--- src/rtl/mbox_pkg.sv ---
package mbox_pkg;
    localparam int DW   = 32;
    localparam int IA_W = 12;
    localparam int IX_W = IA_W - 2;

    localparam logic [1:0] OFS_CMD  = 2'd0;
    localparam logic [1:0] OFS_ADDR = 2'd1;
    localparam logic [1:0] OFS_RDAT = 2'd2;
    localparam logic [1:0] OFS_WDAT = 2'd3;

    localparam int B_RD  = 0;
    localparam int B_WR  = 1;
    localparam int B_ACK = 2;

    typedef enum logic [1:0] {
        ST_IDLE,
        ST_ISSUE,
        ST_WAIT,
        ST_DONE
    } st_e;

    typedef struct packed {
        st_e           st;
        logic [2:0]    cmd;
        logic [DW-1:0] addr;
        logic [DW-1:0] rdat;
        logic [DW-1:0] wdat;
    } ctl_s;
endpackage

--- src/rtl/mbox_range_chk.sv ---
module mbox_range_chk #(
    parameter logic [31:0] TOP_ADDR = 32'h0000_0FFF
) (
    input  logic [31:0] addr,
    output logic        ok
);
    // legal: inside the private space and word aligned
    assign ok = (addr <= TOP_ADDR) && (addr[1:0] == 2'b00);
endmodule

--- src/rtl/mbox_ctrl.sv ---
module mbox_ctrl
    import mbox_pkg::*;
#(
    parameter int              HA_W     = 12,
    parameter logic [HA_W-1:0] WIN_BASE = 12'h400
) (
    input  logic            clk,
    input  logic            rst_n,
    input  logic            hst_sel,
    input  logic            hst_wr,
    input  logic [HA_W-1:0] hst_addr,
    input  logic [DW-1:0]   hst_wdata,
    output logic [DW-1:0]   hst_rdata,
    output logic [DW-1:0]   addr_o,
    input  logic            addr_ok_i,
    output logic            bk_req_o,
    output logic            bk_we_o,
    output logic [IX_W-1:0] bk_idx_o,
    output logic [DW-1:0]   bk_wdata_o,
    input  logic            bk_rsp_vld_i,
    input  logic [DW-1:0]   bk_rsp_data_i,
    output logic [2:0]      cmd_o
);
    localparam int              TAG_W   = HA_W - 4;
    localparam logic [TAG_W-1:0] WIN_TAG = WIN_BASE[HA_W-1:4];

    ctl_s q, d;
    logic       win_hit;
    logic [1:0] fld;

    assign win_hit = hst_sel && (hst_addr[HA_W-1:4] == WIN_TAG) && (hst_addr[1:0] == 2'b00);
    assign fld     = hst_addr[3:2];

    always_comb begin
        d        = q;
        bk_req_o = 1'b0;

        // host writes; command accepted only when the sequencer is at rest
        if (win_hit && hst_wr) begin
            unique case (fld)
                OFS_CMD: begin
                    if (hst_wdata[1:0] == 2'b00) begin
                        if (q.st == ST_IDLE || q.st == ST_DONE) begin
                            d.cmd = 3'b000;
                            d.st  = ST_IDLE;
                        end
                    end else if (hst_wdata[1:0] != 2'b11 && q.st == ST_IDLE) begin
                        d.cmd = {1'b0, hst_wdata[1:0]};
                        d.st  = ST_ISSUE;
                    end
                end
                OFS_ADDR: d.addr = hst_wdata;
                OFS_WDAT: d.wdat = hst_wdata;
                default:  ;
            endcase
        end

        // sequencer
        unique case (q.st)
            ST_ISSUE: begin
                if (addr_ok_i) begin
                    bk_req_o = 1'b1;
                    d.st     = ST_WAIT;
                end else begin
                    if (q.cmd[B_RD]) d.rdat = '0;
                    d.cmd[B_ACK] = 1'b1;
                    d.st         = ST_DONE;
                end
            end
            ST_WAIT: begin
                if (bk_rsp_vld_i) begin
                    if (q.cmd[B_RD]) d.rdat = bk_rsp_data_i;
                    d.cmd[B_ACK] = 1'b1;
                    d.st         = ST_DONE;
                end
            end
            default: ;
        endcase
    end

    always_ff @(posedge clk) begin
        if (!rst_n) q <= '0;
        else        q <= d;
    end

    always_comb begin
        hst_rdata = '0;
        if (win_hit && !hst_wr) begin
            unique case (fld)
                OFS_CMD:  hst_rdata = {{(DW-3){1'b0}}, q.cmd};
                OFS_ADDR: hst_rdata = q.addr;
                OFS_RDAT: hst_rdata = q.rdat;
                default:  hst_rdata = q.wdat;
            endcase
        end
    end

    assign addr_o     = q.addr;
    assign bk_we_o    = q.cmd[B_WR];
    assign bk_idx_o   = q.addr[IA_W-1:2];
    assign bk_wdata_o = q.wdat;
    assign cmd_o      = q.cmd;
endmodule

--- src/rtl/mbox_regfile.sv ---
module mbox_regfile
    import mbox_pkg::*;
#(
    parameter logic [DW-1:0]   BUILD_ID   = 32'h0002_0100,
    parameter logic [DW-1:0]   FW_ID      = 32'h0001_0203,
    parameter logic [DW-1:0]   MAC_LO_RST = 32'h001B_2C3D,
    parameter logic [DW-1:0]   MAC_HI_RST = 32'h0008_4E5F,
    parameter logic [IA_W-1:0] SCR_BASE   = 12'h100,
    parameter int              SCR_N      = 8
) (
    input  logic            clk,
    input  logic            rst_n,
    input  logic            req_i,
    input  logic            we_i,
    input  logic [IX_W-1:0] idx_i,
    input  logic [DW-1:0]   wdata_i,
    input  logic            stall_i,
    output logic            rsp_vld_o,
    output logic [DW-1:0]   rsp_data_o
);
    localparam logic [IX_W-1:0] IX_BUILD = IX_W'(0);
    localparam logic [IX_W-1:0] IX_FW    = IX_W'(1);
    localparam logic [IX_W-1:0] IX_MLO   = IX_W'(8);
    localparam logic [IX_W-1:0] IX_MHI   = IX_W'(9);
    localparam logic [IX_W-1:0] SCR_IX   = SCR_BASE[IA_W-1:2];

    typedef struct packed {
        logic                      busy;
        logic                      we;
        logic [IX_W-1:0]           idx;
        logic [DW-1:0]             wd;
        logic [DW-1:0]             mlo;
        logic [DW-1:0]             mhi;
        logic [SCR_N-1:0][DW-1:0]  scr;
    } rf_s;

    rf_s q, d;
    logic [SCR_N-1:0] scr_hit;

    for (genvar g = 0; g < SCR_N; g++) begin : g_scr
        assign scr_hit[g] = (q.idx == SCR_IX + IX_W'(g));
    end

    assign rsp_vld_o = q.busy && !stall_i;

    always_comb begin
        d = q;
        if (req_i) begin
            d.busy = 1'b1;
            d.we   = we_i;
            d.idx  = idx_i;
            d.wd   = wdata_i;
        end
        if (rsp_vld_o) begin
            d.busy = 1'b0;
            if (q.we) begin
                if (q.idx == IX_MLO) d.mlo = q.wd;
                if (q.idx == IX_MHI) d.mhi = q.wd;
                for (int i = 0; i < SCR_N; i++)
                    if (scr_hit[i]) d.scr[i] = q.wd;
            end
        end
    end

    always_comb begin
        rsp_data_o = '0;
        unique case (q.idx)
            IX_BUILD: rsp_data_o = BUILD_ID;
            IX_FW:    rsp_data_o = FW_ID;
            IX_MLO:   rsp_data_o = q.mlo;
            IX_MHI:   rsp_data_o = q.mhi;
            default:  ;
        endcase
        for (int i = 0; i < SCR_N; i++)
            if (scr_hit[i]) rsp_data_o = q.scr[i];
    end

    always_ff @(posedge clk) begin
        if (!rst_n) begin
            q      <= '0;
            q.mlo  <= MAC_LO_RST;
            q.mhi  <= MAC_HI_RST;
        end else begin
            q <= d;
        end
    end
endmodule

--- src/rtl/mbox_bridge.sv ---
module mbox_bridge
    import mbox_pkg::*;
#(
    parameter int              HA_W       = 12,
    parameter logic [HA_W-1:0] WIN_BASE   = 12'h400,
    parameter logic [DW-1:0]   BUILD_ID   = 32'h0002_0100,
    parameter logic [DW-1:0]   FW_ID      = 32'h0001_0203,
    parameter logic [DW-1:0]   MAC_LO_RST = 32'h001B_2C3D,
    parameter logic [DW-1:0]   MAC_HI_RST = 32'h0008_4E5F,
    parameter logic [IA_W-1:0] SCR_BASE   = 12'h100,
    parameter int              SCR_N      = 8
) (
    input  logic            clk,
    input  logic            rst_n,
    input  logic            hst_sel,
    input  logic            hst_wr,
    input  logic [HA_W-1:0] hst_addr,
    input  logic [31:0]     hst_wdata,
    output logic [31:0]     hst_rdata,
    input  logic            bk_stall
);
    localparam logic [31:0] SPACE_TOP = 32'((1 << IA_W) - 1);

    logic [DW-1:0]   tgt_addr;
    logic            tgt_ok;
    logic            bk_req;
    logic            bk_we;
    logic [IX_W-1:0] bk_idx;
    logic [DW-1:0]   bk_wdata;
    logic            bk_rsp_vld;
    logic [DW-1:0]   bk_rsp_data;
    logic [2:0]      cmd_view;

    mbox_ctrl #(.HA_W(HA_W), .WIN_BASE(WIN_BASE)) ctrl_i (
        .clk          (clk),
        .rst_n        (rst_n),
        .hst_sel      (hst_sel),
        .hst_wr       (hst_wr),
        .hst_addr     (hst_addr),
        .hst_wdata    (hst_wdata),
        .hst_rdata    (hst_rdata),
        .addr_o       (tgt_addr),
        .addr_ok_i    (tgt_ok),
        .bk_req_o     (bk_req),
        .bk_we_o      (bk_we),
        .bk_idx_o     (bk_idx),
        .bk_wdata_o   (bk_wdata),
        .bk_rsp_vld_i (bk_rsp_vld),
        .bk_rsp_data_i(bk_rsp_data),
        .cmd_o        (cmd_view)
    );

    mbox_range_chk #(.TOP_ADDR(SPACE_TOP)) rng_i (
        .addr(tgt_addr),
        .ok  (tgt_ok)
    );

    mbox_regfile #(
        .BUILD_ID  (BUILD_ID),
        .FW_ID     (FW_ID),
        .MAC_LO_RST(MAC_LO_RST),
        .MAC_HI_RST(MAC_HI_RST),
        .SCR_BASE  (SCR_BASE),
        .SCR_N     (SCR_N)
    ) rf_i (
        .clk       (clk),
        .rst_n     (rst_n),
        .req_i     (bk_req),
        .we_i      (bk_we),
        .idx_i     (bk_idx),
        .wdata_i   (bk_wdata),
        .stall_i   (bk_stall),
        .rsp_vld_o (bk_rsp_vld),
        .rsp_data_o(bk_rsp_data)
    );
endmodule

--- config.mk ---
export PLATFORM = sky130hd
export DESIGN_NAME = mbox_bridge
export DESIGN_NICKNAME = d
export VERILOG_FILES = /design/src/rtl/mbox_pkg.sv /design/src/rtl/mbox_range_chk.sv /design/src/rtl/mbox_ctrl.sv /design/src/rtl/mbox_regfile.sv /design/src/rtl/mbox_bridge.sv
export SDC_FILE = /design/constraint.sdc
export NUM_CORES = 1
export LEC_CHECK = 0
export ABC_AREA = 1
export BUFFER_PORTS_ARGS = -buffer_cell sky130_fd_sc_hd__buf_2
export CORE_MARGIN = 2
export CORE_UTILIZATION = 40
export DETAILED_ROUTE_END_ITERATION = 7
export GPL_ROUTABILITY_DRIVEN = 0
export SYNTH_ARGS = -nofsm -noshare
export SYNTH_HDL_FRONTEND = slang
export SYNTH_SLANG_ARGS = --single-unit
--- constraint.sdc ---
create_clock -name clk -period 2.1 [get_ports clk]
set_input_delay 0 -clock clk [delete_from_list [all_inputs] [get_ports clk]]
set_output_delay 0 -clock clk [all_outputs]
set_load 0.005 [all_outputs]
After elaboration in Yosys (flattened, before gate mapping)

Cells that the tools add are included.

Output and inout bits: 32
Register bits after elaboration: 465
Logic and storage cells: 107

$lt $le $gt $ge: 1
Bitwise gates (word level): 1
Equal/unequal tests: 24
Muxes and demuxes: 28
Reductions and logical operators: 33

Operators with widths:

| operator                                                                | number |
|---|---|
| 32-bit 2-to-1 mux                                                       | 14 |
| 32-bit case mux with 4 select lines                                     | 1 |
| 32-bit case mux with 3 select lines                                     | 1 |
| 10-bit by 7-bit == test with 1-bit output, second input constant        | 8 |
| 32-bit case mux with 2 select lines                                     | 1 |
| 37-bit 2-to-1 mux                                                       | 1 |
| 32-bit by 12-bit <= comparator with 1-bit output, second input constant | 1 |
| 3-bit AND reduction                                                     | 10 |
| 10-bit by 4-bit == test with 1-bit output, second input constant        | 2 |
| 5-bit 2-to-1 mux                                                        | 4 |
| 10-bit by 1-bit == test with 1-bit output, second input constant        | 1 |
| 10-bit logical NOT                                                      | 1 |
| 2-bit logical NOT                                                       | 5 |
| 2-bit == test, second input constant                                    | 4 |
| 8-bit by 7-bit == test with 1-bit output, second input constant         | 1 |
| 2-bit != test, second input constant                                    | 4 |
| 1-bit logical AND                                                       | 7 |
| 3-bit case mux with 2 select lines                                      | 1 |
| 5-bit AND reduction                                                     | 1 |
| 2-bit by 1-bit == test with 1-bit output, second input constant         | 2 |
| 1-bit 2-to-1 mux                                                        | 4 |
| 2-bit by 1-bit != test with 1-bit output, second input constant         | 2 |
| 2-bit AND reduction                                                     | 2 |
| 4-bit AND reduction                                                     | 1 |
| 6 further kinds                                                         | 8 |

Depth between registers and ports, before layout

Gate-level depths: netlist of the first run.

Depth in word-level cells: 13
Mapped depth: 17
Gate-level depth less buffers: 16

Cells and area by module

Synthesis of the first run repeated with hierarchy kept, for this count alone.

Cell total of the unflattened synthesis: 2780
Area total of the unflattened synthesis: 20557.2 um^2

By module, submodules not included:

| module         | times used | area an instance (um^2) | cells each | seq. area each (um^2) |
|---|---|---|---|---|
| mbox_regfile   | 1          | 15159.5                 | 2050       | 7287.0 |
| mbox_ctrl      | 1          | 5318.9                  | 711        | 2021.9 |
| mbox_range_chk | 1          | 78.8                    | 19         | 0.0 |

Least setup slack after synthesis of the first run

No wires, ideal clock.

Path kind: register to register
From: reg ctrl_i.q[99] (netlist bit)
To: reg ctrl_i.q[58] (netlist bit)
Data required time: 2030 ps
Setup time: 70 ps
Slack: 339 ps
Period minus slack after synthesis: 1761 ps
Arrival: 1691 ps
Stages on the path, launching flop included: 12
Buffers on the path: 2
Path through: dfxtp_1 -> inv_1 -> ha_1 -> clkbuf_1 -> inv_1 -> a21oi_1 -> a211oi_1 -> nand2_2 -> inv_2 -> clkbuf_1 -> o21ai_0 -> a21oi_1

Longest elaborated chain between the ends: 3
Elaborated cells between the ends (all ways): 9
Those cells by class: eq/ne (6); mux (1); reduce/logical (2)

Ends and longest elaborated chain:

| element                                                                                 | line            | source |
|---|---|---|
| from (decl)                                                                             | mbox_ctrl.sv:27 | `ctl_s q, d;` |
| from (signal assigned)                                                                  | mbox_ctrl.sv:82 | `if (!rst_n) q <= '0;` |
| from (signal assigned)                                                                  | mbox_ctrl.sv:83 | `else q <= d;` |
| 2-bit == test or 2-bit by 1-bit == test with 1-bit output (tied branches)               | mbox_ctrl.sv:59 | `unique case (q.st)` |
| 2-bit by 1-bit != test with 1-bit output (no source line), or another cell as far along | n/a             |  |
| 5-bit AND reduction (no source line)                                                    | n/a             |  |

Several ways; a longest one is shown, not always the timed one.
A chain may end at the register's enable or synchronous reset.

Final worst setup path of the first run

From: reg rf_i.q[357] (netlist bit)
To: reg ctrl_i.q[56] (netlist bit)

Longest elaborated chain between the ends: 13
Elaborated cells between the ends (all ways): 24
Those cells by class: eq/ne (11); mux (12); reduce/logical (1)

Ends and longest elaborated chain:

| element                                                                 | line               | source |
|---|---|---|
| from (decl)                                                             | mbox_regfile.sv:37 | `rf_s q, d;` |
| 10-bit by 4-bit == test with 1-bit output, or another cell as far along | mbox_regfile.sv:67 | `unique case (q.idx)` |
| 32-bit case mux with 4 select lines                                     | mbox_regfile.sv:67 |  |
| 32-bit 2-to-1 mux (7 in a row)                                          | mbox_regfile.sv:75 | `if (scr_hit[i]) rsp_data_o = q.scr[i];` |
| 32-bit 2-to-1 mux *                                                     | mbox_regfile.sv:75 |  |
| 32-bit 2-to-1 mux *                                                     | mbox_ctrl.sv:72    | `if (q.cmd[B_RD]) d.rdat = bk_rsp_data_i;` |
| 32-bit 2-to-1 mux *                                                     | mbox_ctrl.sv:71    | `if (bk_rsp_vld_i) begin` |
| 32-bit case mux with 2 select lines *                                   | mbox_ctrl.sv:59    |  |

Mark *: on every way between the ends. The rest lies on a longest branch, timed or not. The select of a mux whose other input is x is not followed.

==> flow_summary.yaml, run 1 <==
worst_setup_path:
  reg2reg_depth: 14
  r2r_end: "ctrl_i.q[56]"
  worstSetupPathType: "reg2reg"
  crit_path_end_kind: "register"
  critPathMaxFanout: 8
  rrSetupSlack_ns: -0.02
  critical_path_required_ns: 2.59
  timing.critical_path.to: "ctrl_i.q[56]"
  crit_start: "rf_i.q[357]"
  critPathArrivalTime_ns: 2.61
  regToRegStartpoint: "rf_i.q[357]"
  critPathLaunchType: "register"
power:
  intPower_w: 0.01480
  p_comb_share_pct: 2.6
  power.switching_w: 0.004113
  switching_share_pct: 21.75
  vdd_ir_drop_max_uv: 557.6
  power.density_nw_per_um2: 747.7
  p_seq_share_pct: 46.6
  p_clk_share_pct: 50.8
  leakage_nw: 9.667
run_status:
  status: "complete, but fails checks"
  failed_checks: "setup timing"
clock_network:
  clock-root-buffer: "clkbuf_16"
  clk_pin_slew_ns: 0.06
  clkSinkCount: 465
  cts_buffer_depth: 3
  clk_latency_ns: 0.61
  htreeDepth: 2
  cts_tree: "built"
  cts_made_buffers: 50
sta:
  slew_headroom_pct: 54.89
  final_period_minus_worst_setup_slack_ns: 2.120
  finalHoldViolCount: 0
  drv_slew: 0
  rsz0062_at_grt: "true"
  clock.fmax_mhz: 471.7
  postLayoutSetupSlackWorst_ns: -0.01991
  setup_viol: 4
  timing.final.crit_share_pct: 100.9
  tightestPinTransition_ns: 0.6767
  tns_ns: -0.04922
  finalClockSkew_ns: 0.02163
route:
  num_vias: 19442
  route.met2.wl_um: 29660
  wl_per_cell_um: 18.34
  via_per_inst: 5.312
  routed_wl_um: 67140
  drc: 0
  first_iter_violations: 1912
  dr.max_layer_used: "met4"
  dr.pass1.iters: 8
  dr_wl_met3_um: 4837
  wl_met1_um: 31060
  ant_nets: 0
logic_synthesis:
  synthesis.area_um2: 20240
  synth_most_common_cell: "o21ai_0"
  synth.top_cells.by_count: "492 x o21ai_0, 465 x dfxtp_1, 457 x inv_1"
  yosysWarnings: 0
  synth.area.top_cells: "dfxtp_1 46%, o21ai_0 12%, a21oi_1 9.5%"
  synth_top_cell_area_share_pct: 45.99
  synth_top_area_cell: "dfxtp_1"
  syn-instance-count: 2823
  ys_seq_area_share_pct: 45.99
  ys_types: 41
  postSynthAreaPerCell_um2: 7.170
  syn-num-nets: 2875
  synth-seq-cells: 465
  synth_edf_count: 0
  synthFlopType: "dfxtp_1"
  synthArstFlopShare_pct: 0
flow_run:
  maxCapViolCount: 0
floorplan:
  die_area_um2: 52420
  ios: 81
  die_y_um: 229.0
  core_um2: 50070
  die_x_um: 229.0
  std_cell_rows: 82
  initial_utilization_pct: 40.43
global_route:
  grt_pass1_vias: 18139
  antenna_found_initial: 0
  track_usage_pct: 24.41
  grt_pass1_wl_um: 103000
  grt_max_degree: 73
  grt_remaining_overflow: 0
cells_and_area:
  area_growth_pct: 24.94
  antenna_cells: 0
  drive_above_1_share_pct: 16.47
  fin_nets: 2998
  fill_cells: 4904
  fin_util_pct: 50.51
placed_design:
  dp_hpwl_um: 43380
  portBuffers: 80
worst_hold_path:
  min_path_type: "in2reg"
## cell families (layout without fill, tap and decap cells)
group / count (synthesis) / count (layout) / synth area share (%)
AND/OR/NAND/NOR: 619 / 619 / 12.78
buffers and inverters: 661 / 826 / 12.62
flip-flops: 465 / 465 / 45.99
adder cells (fa/ha/maj): 3 / 3 / 0.1855
AO/OA/AOI/OAI: 1075 / 1075 / 28.43
## power groups by stage
stage	sequential, W	combinational [W]	clock (W)
2_1_floorplan	0.00902	0.000242	0
3_3_place_gp	0.00902	0.000411	0
3_5_place_dp	0.00902	0.000415	0
4_1_cts	0.00882	0.000472	0.00971
5_1_grt	0.00881	0.000536	0.0101
6_report	0.00882	0.000485	0.00961
## critical path, cell delays in order (launching register included)
cell	delay, ns
dfxtp_2	0.33
nor2_4	0.14
nand3_4	0.13
nor2_8	0.17
buf_12	0.14
nand3_4	0.18
inv_8	0.17
clkbuf_16	0.19
nand2_1	0.08
nand2_2	0.10
nand3_4	0.10
nand2_2	0.08
nand2_2	0.05
nand2_2	0.08
a21oi_2	0.06
## layout by cell type, fill, tap and decap left out, types with 3 or more instances in the layout
| cell | instances |
|---|---|
| bufinv_16 | 8 |
| nand3_4 | 9 |
| dfxtp_2 | 4 |
| o21ai_2 | 13 |
| o21bai_1 | 12 |
| nor2_2 | 10 |
| a21oi_1 | 367 |
| inv_1 | 452 |
| clkbuf_16 | 58 |
| clkbuf_8 | 13 |
| nand2_4 | 9 |
| a31oi_1 | 62 |
| nand3_2 | 12 |
| nand2_2 | 65 |
| buf_8 | 3 |
| nor2_1 | 108 |
| a211oi_1 | 68 |
| o21ai_1 | 66 |
| nor2_4 | 18 |
| clkbuf_1 | 7 |
| dfxtp_1 | 458 |
| a21oi_2 | 17 |
| nand4_1 | 26 |
| dlygate4sd3_1 | 41 |
| buf_6 | 9 |
| buf_4 | 88 |
| nand2_1 | 332 |
| dfxtp_4 | 3 |
| nor4_2 | 3 |
| inv_2 | 10 |
| buf_12 | 38 |
| nor4_1 | 3 |
| o211ai_1 | 24 |
| nand3_1 | 18 |
| ha_1 | 3 |
| o22ai_1 | 3 |
| buf_2 | 79 |
| clkinv_2 | 12 |
| o21ai_0 | 436 |
## final cells by class
type	instances	area [um^2]	area share (%)
Timing Repair Buffer	267	2587	10.23
Inverter	465	1755	6.941
Multi-Input combinational cell	1697	8989	35.54
Clock inverter	25	349.1	1.380
Tap cell	672	840.8	3.325
Sequential cell	465	9325	36.87
Clock buffer	69	1443	5.705
## stage by stage
stage / power (W) / hold slack, ns / cells / setup slack [ns] / area (um^2)
4_1_cts: 0.01900 / 0.008724 / 3646 / -0.01742 / 24430
5_1_grt: 0.01942 / 0.1661 / 3660 / -0.1098 / 25290
2_1_floorplan: 0.009258 / 0.1759 / 2823 / 0.3394 / 20240
3_5_place_dp: 0.009431 / 0.3021 / 3503 / -0.2021 / 22080
3_3_place_gp: 0.009427 / 0.2933 / 3503 / -0.1786 / 22080
6_report: 0.01891 / 0.05240 / 3660 / -0.01991 / 25290
## how the worst min path moves through the flow
stage,from,slack [ns],cells past startpoint,end
finish,hst_addr[5],0.05,8,ctrl_i.q[99]
floorplan,hst_wdata[0],0.18,2,ctrl_i.addr_o[0]
CTS,hst_addr[5],0.009,8,ctrl_i.q[99]
global route,hst_sel,0.17,6,ctrl_i.addr_o[4]
global placement,hst_wdata[13],0.29,3,ctrl_i.addr_o[13]
detailed placement,hst_wdata[5],0.30,3,ctrl_i.bk_wdata_o[5]
## routing by layer
| metal | track usage [%] | vias to the layer above |
|---|---|---|
| met4 | 6.027 | 0 |
| met3 | 3.543 | 106 |
| met5 | 0 | - |
| met1 | 35.67 | 9085 |
| li1 | - | 9523 |
| met2 | 37.71 | 728 |
## registers in the layout, indices dropped and copies added (netlist names)
signal,count
ctrl_i.cmd_o,3
rf_i.q,364
ctrl_i.bk_wdata_o,32
ctrl_i.q,34
ctrl_i.addr_o,32
## what timing repair did
action	in CTS	in global routing
setup buffers	8	7
endpoints found under the hold margin	105	0
hold buffers	41	0
setup endpoints to repair	14	145
gates cloned	0	8
pin swaps	1	49
gates resized for setup	23	219
Power figures use the tool's default switching activity.
==> inputs of run 2 (changes only) <==
Settings changed: CAP_MARGIN from default to 20.
Clock period 2.1 ns to 2.3 ns, I/O delays scaled along.
==> flow_summary.yaml, run 2 (same netlist as run 1, synthesis figures left out) <==
flow_run:
  maxCapViolCount: 0
floorplan:
  die_y_um: 229.0
  die_x_um: 229.0
  die_area_um2: 52420
  std_cell_rows: 82
  ios: 81
  initial_utilization_pct: 40.43
  core_um2: 50070
worst_setup_path:
  critical_path_required_ns: 2.78
  timing.critical_path.to: "rf_i.q[352]"
  crit_start: "ctrl_i.addr_o[19]"
  r2r_end: "rf_i.q[352]"
  rrSetupSlack_ns: 0.06
  critPathMaxFanout: 64
  critPathArrivalTime_ns: 2.72
  worstSetupPathType: "reg2reg"
  critPathLaunchType: "register"
  regToRegStartpoint: "ctrl_i.addr_o[19]"
  reg2reg_depth: 8
  crit_path_end_kind: "register"
sta:
  finalClockSkew_ns: 0.02151
  tightestPinTransition_ns: 0.7209
  clock.fmax_mhz: 446.1
  final_period_minus_worst_setup_slack_ns: 2.242
  postLayoutSetupSlackWorst_ns: 0.05842
  drv_slew: 0
  slew_headroom_pct: 51.94
  setup_viol: 0
  timing.final.crit_share_pct: 97.46
  finalHoldViolCount: 0
clock_network:
  htreeDepth: 2
  clk_pin_slew_ns: 0.07
  clock-root-buffer: "clkbuf_16"
  cts_tree: "built"
  clk_latency_ns: 0.61
  cts_made_buffers: 49
  cts_buffer_depth: 3
  clkSinkCount: 465
cells_and_area:
  reg.largest.list: "rf_i.q: 364 flops, ctrl_i.q: 34 flops"
  fin_nets: 2936
  final_common_cell: "o21ai_0"
  final_cell_mix: "484 x o21ai_0, 463 x dfxtp_1, 456 x inv_1, 390 x nand2_1, 383 x a21oi_1"
  largest_register_ffs: 364
  fin_util_pct: 47.33
  antenna_cells: 0
  largest-register: "rf_i.q"
  drive_above_1_share_pct: 10.38
  area_growth_pct: 17.08
power:
  intPower_w: 0.01280
  switching_share_pct: 22.11
  leakage_nw: 8.903
  p_clk_share_pct: 48.5
  p_comb_share_pct: 2.5
  vdd_ir_drop_max_uv: 543.8
  power.density_nw_per_um2: 693.4
  power.switching_w: 0.003633
  p_seq_share_pct: 49.0
route:
  via_per_inst: 5.273
  routed_wl_um: 63140
  dr.pass1.iters: 6
  wl_per_cell_um: 17.58
  drc: 0
  num_vias: 18939
  first_iter_violations: 1671
  ant_nets: 0
placed_design:
  place_ws_ns: -0.4043
  portBuffers: 80
  dp_hpwl_um: 42630
global_route:
  grt_max_degree: 112
  track_usage_pct: 23.53
  grt_pass1_wl_um: 98940
  grt_pass1_vias: 17427
  antenna_found_initial: 0
  grt_remaining_overflow: 0
worst_hold_path:
  min_path_type: "in2reg"
run_status:
  status: "finished clean"
[run 2: changes by cell type in the layout (fill, tap and decap cells not counted), moves of 10 or more]
cell	delta
buf_4	-22
buf_12	-18
a21oi_2	-16
nand3_1	+14
o21ai_0	+48
nand2_1	+58
a21oi_1	+16
nand2_2	-51
o21ai_2	-10
nor2_4	-11
o21ai_1	-38
[run 2: worst max-delay path: stages, from the launching register on]
cell,delay (ns)
dfxtp_1,0.33
nor4_2,0.32
nand3_1,0.18
nor4_4,0.23
buf_4,0.18
nand3_2,0.17
buf_12,0.27
o21ai_0,0.34
a21oi_1,0.07
[run 2: layer usage]
metal	routed length (um)	part of all wire, %	global-route usage (%)	up-vias
met5	0	0	0	-
met4	1139	1.8	5.499	0
met3	4334	6.9	3.755	77
met2	27650	44	36.46	630
met1	30020	48	34.21	8858
li1	-	-	-	9374
[run 2: power by group through the flow]
stage	combinational [W]	sequential, W	clock (W)
after CTS	0.000410	0.00805	0.00808
after detailed placement	0.000360	0.00823	0
after floorplan	0.000221	0.00823	0
after global routing	0.000460	0.00805	0.00840
final	0.000414	0.00805	0.00797
after global placement	0.000355	0.00823	0
[run 2: worst min-delay path by stage]
stage / start / to / cells past startpoint
floorplan: hst_wdata[0] / ctrl_i.addr_o[0] / 2
global route: hst_wdata[22] / ctrl_i.bk_wdata_o[22] / 4
CTS: hst_wdata[19] / ctrl_i.addr_o[19] / 4
finish: hst_wdata[7] / ctrl_i.bk_wdata_o[7] / 4
global placement: hst_wdata[20] / ctrl_i.addr_o[20] / 3
detailed placement: hst_wdata[10] / ctrl_i.bk_wdata_o[10] / 3
[run 2: timing repair]
action / in CTS / in global routing
hold buffers: 38 / 0
endpoints found under the hold margin: 117 / 0
resized for setup: 8 / 26
setup buffers: 1 / 5
cloned: 0 / 0
pin swaps: 1 / 3
setup endpoints to repair: 73 / 43
[run 2: final cells by class]
type | count | area [um^2]
fill | 5099 | 26370
sequential | 465 | 9311
multi-input combinational | 1697 | 8501
inverter | 465 | 1750
timing repair buffer | 206 | 1708
clock buffer | 73 | 1416
tap | 672 | 840.8
clock inverter | 14 | 171.4
[run 2: metrics by stage]
stage	hold WS [ns]	setup TNS, ns	instances	power, W	instance area [um^2]
CTS	0.2043	0	3587	0.01654	23590
floorplan	0.1759	0	2823	0.008453	20240
detailed placement	0.2989	-14.71	3461	0.008592	21590
finish	0.2281	0	3592	0.01643	23700
global placement	0.2937	-12.25	3461	0.008588	21590
global route	0.2248	-0.008674	3592	0.01691	23700
